`config.mk`:
```
export PLATFORM = sky130hd
export DESIGN_NAME = trig_sequencer
export DESIGN_NICKNAME = d
export VERILOG_FILES = /design/src/rtl/trig_pkg.sv /design/src/rtl/trig_half_match.sv /design/src/rtl/trig_level_eval.sv /design/src/rtl/trig_resp_sel.sv /design/src/rtl/trig_seq_fsm.sv /design/src/rtl/trig_sequencer.sv
export SDC_FILE = /design/constraint.sdc
export NUM_CORES = 1
export LEC_CHECK = 0
export ABC_AREA = 1
export BUFFER_PORTS_ARGS = -buffer_cell sky130_fd_sc_hd__buf_2
export CAP_MARGIN = 20
export CORE_ASPECT_RATIO = 0.5
export CORE_UTILIZATION = 44
export CTS_BUF_LIST = sky130_fd_sc_hd__clkbuf_4 sky130_fd_sc_hd__clkbuf_8
export CTS_CLUSTER_DIAMETER = 100
export DETAILED_ROUTE_END_ITERATION = 16
export PLACE_DENSITY = 0.85
export SLEW_MARGIN = 10
export SYNTH_ARGS = -nofsm -noshare
export SYNTH_HDL_FRONTEND = slang
export SYNTH_HIERARCHICAL = 1
export SYNTH_SLANG_ARGS = --single-unit
```
`constraint.sdc`:
```
create_clock -name clk -period 1.4 [get_ports clk]
set_input_delay 0 -clock clk [delete_from_list [all_inputs] [get_ports clk]]
set_output_delay 0 -clock clk [all_outputs]
set_load 0.05 [all_outputs]
```
`src/rtl/trig_pkg.sv`:
```
package trig_pkg;
    localparam int NUM_DEFS  = 2;
    localparam int WORD_W    = 32;
    localparam int HALF_W    = WORD_W / 2;
    localparam int LANES     = 7;
    localparam int AMODES    = 3;
    localparam int CFG_W     = LANES + AMODES + 4;
    localparam int RESP_LSB  = WORD_W - 2;

    typedef struct packed {
        logic             en;
        logic [LANES-1:0] lanes;
        logic             dinv;
        logic [AMODES-1:0] amode;
        logic             pc_en;
        logic             pc_inv;
    } half_cfg_t;

    typedef struct packed {
        logic [LANES-1:0]  lane;
        logic [AMODES-1:0] amode;
        logic              pc;
    } bank_hit_t;

    typedef enum logic [1:0] {
        SQ_IDLE  = 2'b00,
        SQ_ARMED = 2'b01,
        SQ_FIRED = 2'b10
    } seq_state_e;

    typedef enum logic [1:0] {
        TS_NONE  = 2'b00,
        TS_ARMED = 2'b01,
        TS_DONE  = 2'b10
    } trig_status_e;

    typedef enum logic [1:0] {
        RSP_REPORT = 2'b00,
        RSP_HALT   = 2'b01,
        RSP_IRQ    = 2'b10,
        RSP_RSVD   = 2'b11
    } resp_e;

    function automatic logic cfg_any(input half_cfg_t c);
        return (|c.lanes) | (|c.amode) | c.pc_en;
    endfunction
endpackage

```
`src/rtl/trig_half_match.sv`:
```
module trig_half_match
    import trig_pkg::*;
(
    input  half_cfg_t cfg,
    input  bank_hit_t hit,
    output logic      match,
    output logic      configured,
    output logic      enable_bit
);
    logic data_on, addr_on;
    logic data_ok, addr_ok, pc_ok;

    always_comb begin
        data_on    = |cfg.lanes;
        addr_on    = |cfg.amode;
        data_ok    = |(cfg.lanes & (hit.lane ^ {LANES{cfg.dinv}}));
        addr_ok    = |(cfg.amode & hit.amode);
        pc_ok      = hit.pc ^ cfg.pc_inv;
        configured = cfg_any(cfg);
        match      = configured
                   & (~data_on   | data_ok)
                   & (~addr_on   | addr_ok)
                   & (~cfg.pc_en | pc_ok);
        enable_bit = cfg.en;
    end
endmodule

```
`src/rtl/trig_level_eval.sv`:
```
module trig_level_eval
    import trig_pkg::*;
#(
    parameter int N = NUM_DEFS
) (
    input  half_cfg_t [N-1:0] cfgs,
    input  bank_hit_t [N-1:0] hits,
    output logic              level_fire,
    output logic              level_cfg,
    output logic              level_en
);
    logic [N-1:0] m, c, e;

    for (genvar g = 0; g < N; g++) begin : g_half
        trig_half_match u_half (
            .cfg        (cfgs[g]),
            .hit        (hits[g]),
            .match      (m[g]),
            .configured (c[g]),
            .enable_bit (e[g])
        );
    end

    assign level_fire = |m;
    assign level_cfg  = |c;
    assign level_en   = |e;
endmodule

```
`src/rtl/trig_resp_sel.sv`:
```
module trig_resp_sel
    import trig_pkg::*;
#(
    parameter int N = NUM_DEFS
) (
    input  logic [N-1:0][1:0] codes,
    output resp_e             resp
);
    logic any_halt, any_irq;

    always_comb begin
        any_halt = 1'b0;
        any_irq  = 1'b0;
        for (int i = 0; i < N; i++) begin
            any_halt |= (codes[i] == RSP_HALT);
            any_irq  |= (codes[i] == RSP_IRQ);
        end
        if (any_halt)     resp = RSP_HALT;
        else if (any_irq) resp = RSP_IRQ;
        else              resp = RSP_REPORT;
    end
endmodule

```
`src/rtl/trig_seq_fsm.sv`:
```
module trig_seq_fsm
    import trig_pkg::*;
(
    input  logic         clk,
    input  logic         rst,
    input  logic         def_wr,
    input  logic         glob_en,
    input  logic         l1_fire,
    input  logic         l2_fire,
    input  logic         l2_cfg,
    input  resp_e        resp,
    output trig_status_e status,
    output logic         halt_req,
    output logic         dbg_irq
);
    seq_state_e state;
    logic       active, arm, complete;

    always_comb begin
        active   = glob_en & ~def_wr;
        arm      = active & (state == SQ_IDLE) & l1_fire & l2_cfg;
        complete = active & (((state == SQ_IDLE) & l1_fire & ~l2_cfg) |
                             ((state == SQ_ARMED) & l2_fire));
    end

    always_ff @(posedge clk) begin
        if (rst) begin
            state    <= SQ_IDLE;
            status   <= TS_NONE;
            halt_req <= 1'b0;
            dbg_irq  <= 1'b0;
        end else begin
            status   <= TS_NONE;
            halt_req <= 1'b0;
            dbg_irq  <= 1'b0;
            if (!active) begin
                state <= SQ_IDLE;
            end else if (arm) begin
                state  <= SQ_ARMED;
                status <= TS_ARMED;
            end else if (complete) begin
                state    <= SQ_FIRED;
                status   <= TS_DONE;
                halt_req <= (resp == RSP_HALT);
                dbg_irq  <= (resp == RSP_IRQ);
            end
        end
    end


    resp_excl_chk: assert property (@(posedge clk) disable iff (rst)
        !(halt_req && dbg_irq));

    req_with_done_chk: assert property (@(posedge clk) disable iff (rst)
        (halt_req || dbg_irq) |-> status == TS_DONE);

    halt_pulse_chk: assert property (@(posedge clk) disable iff (rst)
        halt_req |=> !halt_req);

    irq_pulse_chk: assert property (@(posedge clk) disable iff (rst)
        dbg_irq |=> !dbg_irq);

    wr_quiet_chk: assert property (@(posedge clk) disable iff (rst)
        def_wr |=> (status == TS_NONE && !halt_req && !dbg_irq));

    off_quiet_chk: assert property (@(posedge clk) disable iff (rst)
        !glob_en |=> status == TS_NONE);

    no_rsvd_status_chk: assert property (@(posedge clk) disable iff (rst)
        status != 2'b11);
endmodule

```
`src/rtl/trig_sequencer.sv`:
```
module trig_sequencer
    import trig_pkg::*;
(
    input  logic                        clk,
    input  logic                        rst,
    input  logic [WORD_W-1:0]           def0_word,
    input  logic [WORD_W-1:0]           def1_word,
    input  logic                        def_wr,
    input  logic [NUM_DEFS*LANES-1:0]   lane_hit,
    input  logic [NUM_DEFS*AMODES-1:0]  addr_hit,
    input  logic [NUM_DEFS-1:0]         pc_hit,
    output logic [1:0]                  trig_status,
    output logic                        halt_req,
    output logic                        dbg_irq
);
    logic [NUM_DEFS-1:0][WORD_W-1:0] defs;
    half_cfg_t [NUM_DEFS-1:0]        cfg_l1, cfg_l2;
    bank_hit_t [NUM_DEFS-1:0]        hits;
    logic [NUM_DEFS-1:0][1:0]        resp_codes;
    logic [NUM_DEFS-1:0]             unused_bits;

    assign defs[0] = def0_word;
    assign defs[1] = def1_word;

    for (genvar g = 0; g < NUM_DEFS; g++) begin : g_bank
        assign cfg_l1[g]      = half_cfg_t'(defs[g][CFG_W-1:0]);
        assign cfg_l2[g]      = half_cfg_t'(defs[g][HALF_W+CFG_W-1:HALF_W]);
        assign resp_codes[g]  = defs[g][RESP_LSB+1:RESP_LSB];
        assign unused_bits[g] = ^defs[g][HALF_W-1:CFG_W];
        assign hits[g].lane   = lane_hit[g*LANES +: LANES];
        assign hits[g].amode  = addr_hit[g*AMODES +: AMODES];
        assign hits[g].pc     = pc_hit[g];
    end

    logic  l1_fire, l1_cfg, l1_en;
    logic  l2_fire, l2_cfg, l2_en;
    resp_e resp;
    trig_status_e status;

    trig_level_eval #(.N(NUM_DEFS)) u_lvl1 (
        .cfgs(cfg_l1), .hits(hits),
        .level_fire(l1_fire), .level_cfg(l1_cfg), .level_en(l1_en)
    );

    trig_level_eval #(.N(NUM_DEFS)) u_lvl2 (
        .cfgs(cfg_l2), .hits(hits),
        .level_fire(l2_fire), .level_cfg(l2_cfg), .level_en(l2_en)
    );

    trig_resp_sel #(.N(NUM_DEFS)) u_resp (
        .codes(resp_codes), .resp(resp)
    );

    logic unused_l1_cfg;
    assign unused_l1_cfg = l1_cfg ^ (^unused_bits);

    trig_seq_fsm u_fsm (
        .clk      (clk),
        .rst      (rst),
        .def_wr   (def_wr),
        .glob_en  (l1_en | l2_en),
        .l1_fire  (l1_fire),
        .l2_fire  (l2_fire),
        .l2_cfg   (l2_cfg),
        .resp     (resp),
        .status   (status),
        .halt_req (halt_req),
        .dbg_irq  (dbg_irq)
    );

    assign trig_status = status;
endmodule

```
==> results of run 1 <==
==> final timing paths <==
path	startpoint	cells after the start	end
max	def0_word[5]	14	u_fsm/state[1]
min	rst	4	u_fsm/status[0]
max reg2reg	u_fsm/state[0]	4	u_fsm/state[1]
min reg2reg	u_fsm/state[0]	2	u_fsm/state[0]
==> where the power goes <==
part           total [uW]  switching, uW  internal (uW)
Combinational         481            271            210
Sequential            190           6.75            183
Clock                 258           73.1            185
==> critical path, delay by kind of cell <==
family | cells | cell delay [ns]
and+or+nand+nor | 10 | 0.80
buffers and inverters | 4 | 0.39
==> cells in the final DEF (no fill, tap or decap) <==
cell	instances
nor2_8	1
nand3_1	22
xnor2_1	4
nand3_2	2
nand4_1	4
nand2_1	115
clkbuf_8	3
a21oi_1	1
or2_2	1
nand2_2	7
nor2_1	68
dfxtp_1	6
buf_2	88
nor2_2	1
inv_1	58
==> per-stage QoR <==
step	total power [uW]	instance area [sq um]	cells	worst slack, ns
2_1_floorplan	494	1380	299	0.430
3_3_place_gp	655	1780	415	0.167
3_5_place_dp	670	1780	415	0.108
4_1_cts	929	1820	418	0.339
5_1_grt	1020	1820	418	0.156
6_report	929	1820	418	0.321
==> layout make-up <==
type | instances | share of cell area [%]
flip-flops and latches | 6 | 6.58
multi-input cells | 226 | 52.5
repair buffers | 88 | 24.1
well taps | 37 | 2.54
inverters | 58 | 11.9
clock buffers | 3 | 2.26
==> state kept, by name, indices dropped and copies added (netlist names) <==
register	flops
u_fsm/dbg_irq	1
u_fsm/halt_req	1
u_fsm/state	2
u_fsm/status	2
==> metal layers <==
metal | part of all wire, % | up-vias | wire length [um]
met2 | 49 | 46 | 1700
met3 | 4.3 | 2 | 149
met5 | 0 | - | 0
li1 | - | 1034 | -
met4 | 0.35 | 0 | 12
met1 | 46 | 778 | 1590
==> run_results.csv, run 1 <==
group,metric,value,unit
layout,nFillCells,277,
route,viasPerCell,4.45,
global_route,use_met1,23.5,%
timing,fin_crit_sh,77.0,%
logic_synthesis,syn-num-nets,388,
layout,multi_input_area,958,sq um
worst_setup_path,path_cells,"buf_2 > inv_1 > nand2_1 > nand3_1 > nand2_1 > inv_1 > nand2_1 > nor2_1 > nor2_1 > inv_1 > nand2_1 > nand3_2 > nand3_2 > nand2_1",
clocking,cts_root_buf,"clkbuf_8",
global_route,grtUsageTotal,22.3,%
route,dr.pass1.iters,4,
clocking,cts_tree,"built",
run_status,status,"complete, no violations",
placed_design,place.port_buffers,88,
clocking,cts_buffer_depth,2,
clocking,cts-resized-gates,0,
logic_synthesis,syn_avg_cell_area,4.61,sq um
timing,setup_tns,0,ns
route,drc,0,
power,power-per-cell-area,509,nW/um^2
layout,drive_gt1_share,27.0,%
route,wl_per_cell,8.27,um
placed_design,hpwl,3.02,mm
timing,hold_ws,0.114,ns
timing,tightest_slew,0.249,ns
global_route,grtUsageMet2,45.7,%
global_route,top_usage_layer,"met2",
worst_setup_path,rrSetupSlack,0.51,ns
global_route,overflow,0,
floorplanning,ios,93,
clocking,postCtsHoldBufs,0,
clocking,path_clk_slew,0.04,ns
layout,nets,472,
clocking,clock_latency,0.22,ns
route,detail-route-antenna-nets,0,
layout,num_antenna_cells,0,
timing,rsz0062_at_grt,"false",
clocking,postCtsSetupRepairBufs,0,
global_route,grt_pass1_vias,1712,
timing,max_slew_margin,83.5,%
logic_synthesis,synth_cells,299,
timing,setup_violations,0,
placed_design,finalWeightedCongestion,0.793,
floorplanning,die_h,41.6,um
global_route,antenna_found_initial,0,
layout,regArea,120,sq um
clocking,cts_made_buffers,3,
route,routed_wirelength,3.46,mm
global_route,grt.met3_usage,3.30,%
floorplanning,rows,13,
layout,areaGrowthSynthToFinish,32.3,%
timing,fmaxAchievable,0.927,GHz
floorplanning,placeableCoreArea,2780,sq um
flow_run,maxCapViolations,0,
logic_synthesis,yosysWarnings,6,
floorplanning,dieArea,3380,sq um
worst_setup_path,cp.arrival,1.19,ns
power,leakage,0.00125,uW
worst_setup_path,worstPathRequired,1.51,ns
timing,min_period,1.08,ns
worst_setup_path,cp-start-kind,"primary input",
floorplanning,die_w,81.2,um
route,vias,1860,
global_route,grt_pass1_wl,6.18,mm
worst_setup_path,critPathMaxFanout,11,
worst_setup_path,cp-end-kind,"flip-flop",
worst_setup_path,cpMaxStageDelayCell,"buf_2",
power,ir_drop,197,uV
layout,fin_util,65.6,%
floorplanning,initial_utilization,49.6,%
route,drt-initial-drc-count,77,
clocking,htree_levels,1,
worst_setup_path,slowest_delay,0.19,ns
worst_setup_path,crit_type,"primary input to flip-flop",
clocking,clock_sink_count,6,
min_path,worstHoldPathType,"primary input to flip-flop",
global_route,grt_start_max_net_pins,12,
worst_setup_path,cpMostUsedCell,"nand2_1",
logic_synthesis,netlist_area,1380,sq um
timing,finalHoldViolations,0,
timing,skew,0.000831,ns
timing,drv_slew,0,
Power figures use the tool's default switching activity.
==> inputs of run 2 (changes only) <==
==> constraint.sdc (replaced) <==
create_clock -name clk -period 1.12 [get_ports clk]
set_input_delay 0 -clock clk [delete_from_list [all_inputs] [get_ports clk]]
set_output_delay 0 -clock clk [all_outputs]
set_load 0.05 [all_outputs]
==> run_results.csv, run 2 (synthesis results as in run 1) <==
group,metric,value,unit
clocking,clock_sink_count,6,
worst_setup_path,reg2reg_depth,4,
global_route,grt_pass1_vias,1589,
global_route,overflow,0,
route,detail-route-antenna-nets,0,
power,power-per-cell-area,622,nW/um^2
worst_setup_path,critPathMaxFanout,4,
route,drc,0,
worst_setup_path,cp.arrival,1.10,ns
worst_setup_path,path_cells,"buf_2 > nor2_1 > nand2_1 > nor2_2 > nor2_1 > nand2_1 > nor2_1 > nor2_1 > inv_1 > nand2_2 > nand3_2 > nand3_1 > nand2_1",
clocking,htree_levels,1,
clocking,clock_latency,0.22,ns
route,drt-initial-drc-count,61,
timing,drv_slew,0,
floorplanning,ios,93,
power,p_int,751,uW
worst_setup_path,cp-end-kind,"flip-flop",
floorplanning,placeableCoreArea,2780,sq um
timing,fmaxAchievable,1.01,GHz
placed_design,hpwl,3.09,mm
global_route,grt_pass1_wl,6.04,mm
worst_setup_path,crit_type,"primary input to flip-flop",
layout,drive_gt1_share,32.1,%
power,p_comb_share,54.3,%
timing,fin_crit_sh,88.7,%
layout,reg_top3,"u_fsm/state (2), u_fsm/status (2)",
power,seqPwrFrac,19.7,%
timing,finalHoldViolations,0,
layout,final_cell_mix,"112 x nand2_1, 84 x buf_2, 63 x nor2_1",
floorplanning,initial_utilization,49.6,%
route,viasPerCell,4.44,
flow_run,maxCapViolations,0,
timing,skew,0.00176,ns
floorplanning,dieArea,3380,sq um
worst_setup_path,rr_startpoint,"u_fsm/state[0]",
worst_setup_path,cpMostUsedCell,"nor2_1",
min_path,worstHoldPathCells,4,
power,ir_drop,287,uV
timing,tightest_slew,0.257,ns
worst_setup_path,rrSetupSlack,0.21,ns
layout,fin_area,1950,sq um
worst_setup_path,cp-start-kind,"primary input",
placed_design,finalWeightedCongestion,0.824,
power,p_sw,460,uW
layout,num_antenna_cells,0,
clocking,path_clk_slew,0.03,ns
floorplanning,rows,13,
layout,layout_commonest_cell,"nand2_1",
floorplanning,die_h,41.6,um
timing,max_slew_margin,83.0,%
placed_design,place.port_buffers,88,
route,routed_wirelength,3.60,mm
timing,setup_violations,0,
worst_setup_path,cpMaxStageDelayCell,"nor2_2",
worst_setup_path,slowest_delay,0.14,ns
timing,setup_tns,0,ns
min_path,min-delay-start,"rst",
min_path,worstHoldPathType,"primary input to flip-flop",
timing,min_period,0.993,ns
floorplanning,die_w,81.2,um
power,switching_share,38.0,%
worst_setup_path,r2r-end,"u_fsm/state[1]",
clocking,cts_made_buffers,3,
power,leakage,0.00129,uW
global_route,antenna_found_initial,0,
placed_design,dpl_cell_area,1840,sq um
global_route,grtUsageTotal,21.7,%
global_route,grt_start_max_net_pins,12,
layout,areaGrowthSynthToFinish,41.2,%
run_status,status,"complete, no violations",
clocking,cts_tree,"built",
route,dr.pass1.iters,4,
route,wl_per_cell,8.42,um
worst_setup_path,worstPathRequired,1.23,ns
clocking,cts_root_buf,"clkbuf_8",
clocking,cts_buffer_depth,2,
clocking,postCtsHoldBufs,0,
power,clkPwrFrac,26.0,%
min_path,hold_end,"u_fsm/status[1]",
route,vias,1895,
layout,nets,481,
[run 2: cell types whose count changed in the layout (fill, tap and decap cells not counted), moves of 2 or more]
cell,change
inv_2,+2
nand2_1,-3
buf_2,-4
buf_6,+2
inv_1,-4
nor2_1,-5
nor2_2,+5
nand2_2,+3
buf_4,+10
inv_4,+2
[run 2: cell type report]
cell class | instances | area (sq um)
flip-flops and latches | 6 | 120
multi-input cells | 226 | 991
well taps | 37 | 46.3
inverters | 58 | 223
fillers | 261 | 835
clock buffers | 3 | 41.3
repair buffers | 97 | 526
[run 2: what timing repair did]
action,in CTS,in global routing
buffers inserted,0,2
gates resized for setup,0,25
endpoints found under the setup margin,0,6
hold endpoints to repair,0,0
[run 2: worst max path at each step]
stage                             start             end  slack [ns]  cells after the start
after floorplan           def0_word[21]  u_fsm/state[1]        0.15                     13
after global placement    def0_word[21]  u_fsm/halt_req       -0.14                     15
after detailed placement  def0_word[21]  u_fsm/halt_req       -0.18                     15
after CTS                 def0_word[21]  u_fsm/halt_req        0.05                     15
after global routing       def0_word[5]   u_fsm/dbg_irq       -0.03                     13
final                      def0_word[7]  u_fsm/state[1]        0.13                     13
[run 2: power by group through the flow]
stage / sequential, uW / clock, uW / combinational [uW]
detailed placement: 240 / 0 / 615
global route: 239 / 335 / 746
floorplan: 265 / 0 / 353
global placement: 240 / 0 / 596
CTS: 237 / 322 / 617
finish: 238 / 316 / 658
[run 2: critical path, delay by kind of cell]
kind	cells	cell delay [ns]
buffers and inverters	2	0.17
AND/OR/NAND/NOR	11	0.93
[run 2: stage by stage]
stage	cells	hold WS [ns]	setup WS, ns	total power (uW)	util [%]
2_1_floorplan	299	0.160	0.150	618	-
3_3_place_gp	422	0.333	-0.141	835	66.0
3_5_place_dp	422	0.344	-0.180	855	66.0
4_1_cts	425	0.113	0.0457	1180	67.5
5_1_grt	427	0.150	-0.0277	1320	70.0
6_report	427	0.134	0.127	1210	70.0
[run 2: per-layer routing]
layer	track usage [%]	vias to the layer above	part of all wire, %
met5	0	-	0
met4	4.64	0	0
met3	1.76	0	4.2
met2	42.5	53	50
met1	25.4	790	46
li1	-	1052	-
==> inputs of run 3 (changes only) <==
--- a/config.mk
+++ b/config.mk
@@ -9,13 +9,12 @@
 export BUFFER_PORTS_ARGS = -buffer_cell sky130_fd_sc_hd__buf_2
 export CAP_MARGIN = 20
 export CORE_ASPECT_RATIO = 0.5
-export CORE_UTILIZATION = 44
+export CORE_UTILIZATION = 42
 export CTS_BUF_LIST = sky130_fd_sc_hd__clkbuf_4 sky130_fd_sc_hd__clkbuf_8
 export CTS_CLUSTER_DIAMETER = 100
 export DETAILED_ROUTE_END_ITERATION = 16
-export PLACE_DENSITY = 0.85
+export PLACE_DENSITY = 0.84
 export SLEW_MARGIN = 10
 export SYNTH_ARGS = -nofsm -noshare
 export SYNTH_HDL_FRONTEND = slang
-export SYNTH_HIERARCHICAL = 1
 export SYNTH_SLANG_ARGS = --single-unit
==> run_results.csv, run 3 <==
group,metric,value,unit
worst_setup_path,crit_family,"simple AND/OR/NAND/NOR gates",
route,wl_met3,237,um
placed_design,finalWeightedCongestion,0.909,
clocking,postCtsSetupRepairBufs,0,
route,routed_wirelength,3.68,mm
clocking,cts_made_buffers,3,
logic_synthesis,synth-seq-area-share,9.68,%
layout,reg_top3,"u_fsm.state (2), u_fsm.status (2)",
flow_run,maxCapViolations,0,
clocking,cts_tree,"built",
floorplanning,initial_utilization,46.0,%
power,seqPwrFrac,20.3,%
logic_synthesis,syn_avg_cell_area,5.07,sq um
worst_setup_path,path_cells,"nor3_1 > nand3_2 > nand2_2 > clkinv_2 > nand2_2 > nor2_1",
clocking,cts_root_buf,"clkbuf_8",
worst_setup_path,critPathMaxFanout,4,
worst_setup_path,cp-start-kind,"flip-flop",
global_route,grtUsageTotal,23.8,%
timing,setup_violations,0,
power,power-per-cell-area,633,nW/um^2
worst_setup_path,cp-end-kind,"flip-flop",
logic_synthesis,yosysWarnings,0,
clocking,htree_levels,1,
timing,finalHoldViolations,0,
layout,layout_commonest_cell,"nand2_1",
logic_synthesis,synth_seq_cells,6,
logic_synthesis,synth.largest_area_cell,"nand2_1",
worst_setup_path,rrSetupSlack,0.09,ns
route,drc,0,
power,p_comb_share,50.8,%
layout,drive_gt1_share,35.9,%
timing,hold_ws,0.101,ns
timing,rsz0062_at_grt,"false",
placed_design,hpwl,3.21,mm
route,vias,1793,
floorplanning,rows,13,
global_route,grt_pass1_vias,1531,
global_route,grt_start_max_net_pins,9,
power,p_total,1130,uW
clocking,cts_buffer_depth,2,
global_route,overflow,0,
power,leakage,0.00111,uW
worst_setup_path,crit_type,"flip-flop to flip-flop",
placed_design,post-place-ws,-0.0796,ns
floorplanning,dieArea,3190,sq um
layout,final_cell_mix,"99 x nand2_1, 88 x buf_2, 34 x nor2_1",
timing,fmaxAchievable,0.968,GHz
route,viasPerCell,4.76,
floorplanning,die_w,78.9,um
layout,nets,431,
clocking,postCtsHoldBufs,0,
worst_setup_path,cpMostUsedCell,"nand2_2",
route,wl_per_cell,9.77,um
clocking,clock_sink_count,6,
timing,setup_tns,0,ns
timing,drv_slew,0,
logic_synthesis,synth_cells,245,
logic_synthesis,yosysMostFrequentCell,"nand2_1",
logic_synthesis,synth_top_area_share,29.9,%
global_route,grt_pass1_wl,5.94,mm
power,ir_drop,341,uV
logic_synthesis,syn-num-nets,334,
power,clkPwrFrac,28.9,%
run_status,status,"complete, no violations",
worst_setup_path,cp.arrival,1.15,ns
logic_synthesis,async_flop_share,0,%
clocking,path_clk_slew,0.04,ns
placed_design,place.port_buffers,88,
power,p_int,714,uW
logic_synthesis,synthTopCellsByCount,"99 x nand2_1, 34 x nor2_1, 31 x inv_1, 21 x nand3_1, 9 x nand2_2",
route,dr_wl_met2,1.81,mm
timing,tightest_slew,0.262,ns
timing,min_period,1.03,ns
timing,layout_setup_ws,0.0867,ns
logic_synthesis,netlist_area,1240,sq um
layout,nFillCells,271,
power,switching_share,37.1,%
clocking,clock_latency,0.22,ns
layout,areaGrowthSynthToFinish,44.4,%
route,detail-route-antenna-nets,0,
logic_synthesis,synth_area_leaders,"nand2_1 30%, nor2_1 10%, dfxtp_1 9.7%",
timing,max_slew_margin,82.5,%
global_route,antenna_found_initial,0,
floorplanning,die_h,40.4,um
worst_setup_path,slowest_delay,0.33,ns
layout,fin_util,66.4,%
min_path,worstHoldPathType,"primary input to flip-flop",
timing,skew,0.00256,ns
timing,fin_crit_sh,92.3,%
clocking,cts-resized-gates,0,
worst_setup_path,path_buf_inv,1,
layout,num_antenna_cells,0,
worst_setup_path,worstPathRequired,1.23,ns
route,drt-initial-drc-count,87,
floorplanning,ios,93,
power,p_sw,421,uW
route,highest_layer,"met4",
logic_synthesis,synth_edf_count,0,
route,dr.pass1.iters,6,
logic_synthesis,synth_ff_type,"dfxtp_1",
floorplanning,placeableCoreArea,2700,sq um
logic_synthesis,synthDistinctLibCells,28,
route,wl_met1,1.62,mm
worst_setup_path,cpMaxStageDelayCell,"dfxtp_1",
run 3: final timing paths:
path | end | from | cells after the start
setup / recovery | u_fsm.halt_req | u_fsm.state[1] | 6
hold / removal | u_fsm.dbg_irq | def1_word[30] | 4
setup reg to reg | u_fsm.halt_req | u_fsm.state[1] | 6
hold reg to reg | u_fsm.state[0] | u_fsm.state[0] | 2
run 3: kinds of logic (layout without fill, tap and decap cells):
family          count (synthesis)  in the layout  share of synthesized area (%)
simple gates                  184            184                           67.4
flops                           6              6                           9.68
buf+inv                        37            132                           13.5
compound gates                 14             14                           6.55
xor+xnor                        4              4                           2.82
run 3: worst reg2reg max path, cell delays in order (launching register included):
cell and delay [ns]:
dfxtp_1 0.33, nor3_1 0.26, nand3_2 0.11, nand2_2 0.07, clkinv_2 0.06, nand2_2 0.07, nor2_1 0.04
run 3: metal layers:
| metal | global-route usage (%) | vias up |
|---|---|---|
| met5 | 0 | - |
| met4 | 5.00 | 0 |
| met3 | 4.55 | 4 |
| met2 | 49.3 | 62 |
| met1 | 26.8 | 767 |
| li1 | - | 960 |
run 3: layout make-up:
class | count | area (sq um) | share of cell area (%)
repair buffers | 94 | 485 | 27.1
inverters | 35 | 145 | 8.10
multi-input cells | 202 | 953 | 53.2
clock buffers | 3 | 41.3 | 2.30
well taps | 37 | 46.3 | 2.58
flip-flops and latches | 6 | 120 | 6.70
run 3: per-stage QoR:
stage / cells / area (sq um)
floorplan: 245 / 1240
global placement: 374 / 1750
detailed placement: 374 / 1750
CTS: 377 / 1790
global route: 377 / 1790
finish: 377 / 1790
run 3: power groups by stage:
stage	registers, uW	logic (uW)	clock network (uW)
2_1_floorplan	249	308	0
3_3_place_gp	234	561	0
3_5_place_dp	234	572	0
4_1_cts	231	575	330
5_1_grt	232	652	339
6_report	231	576	328
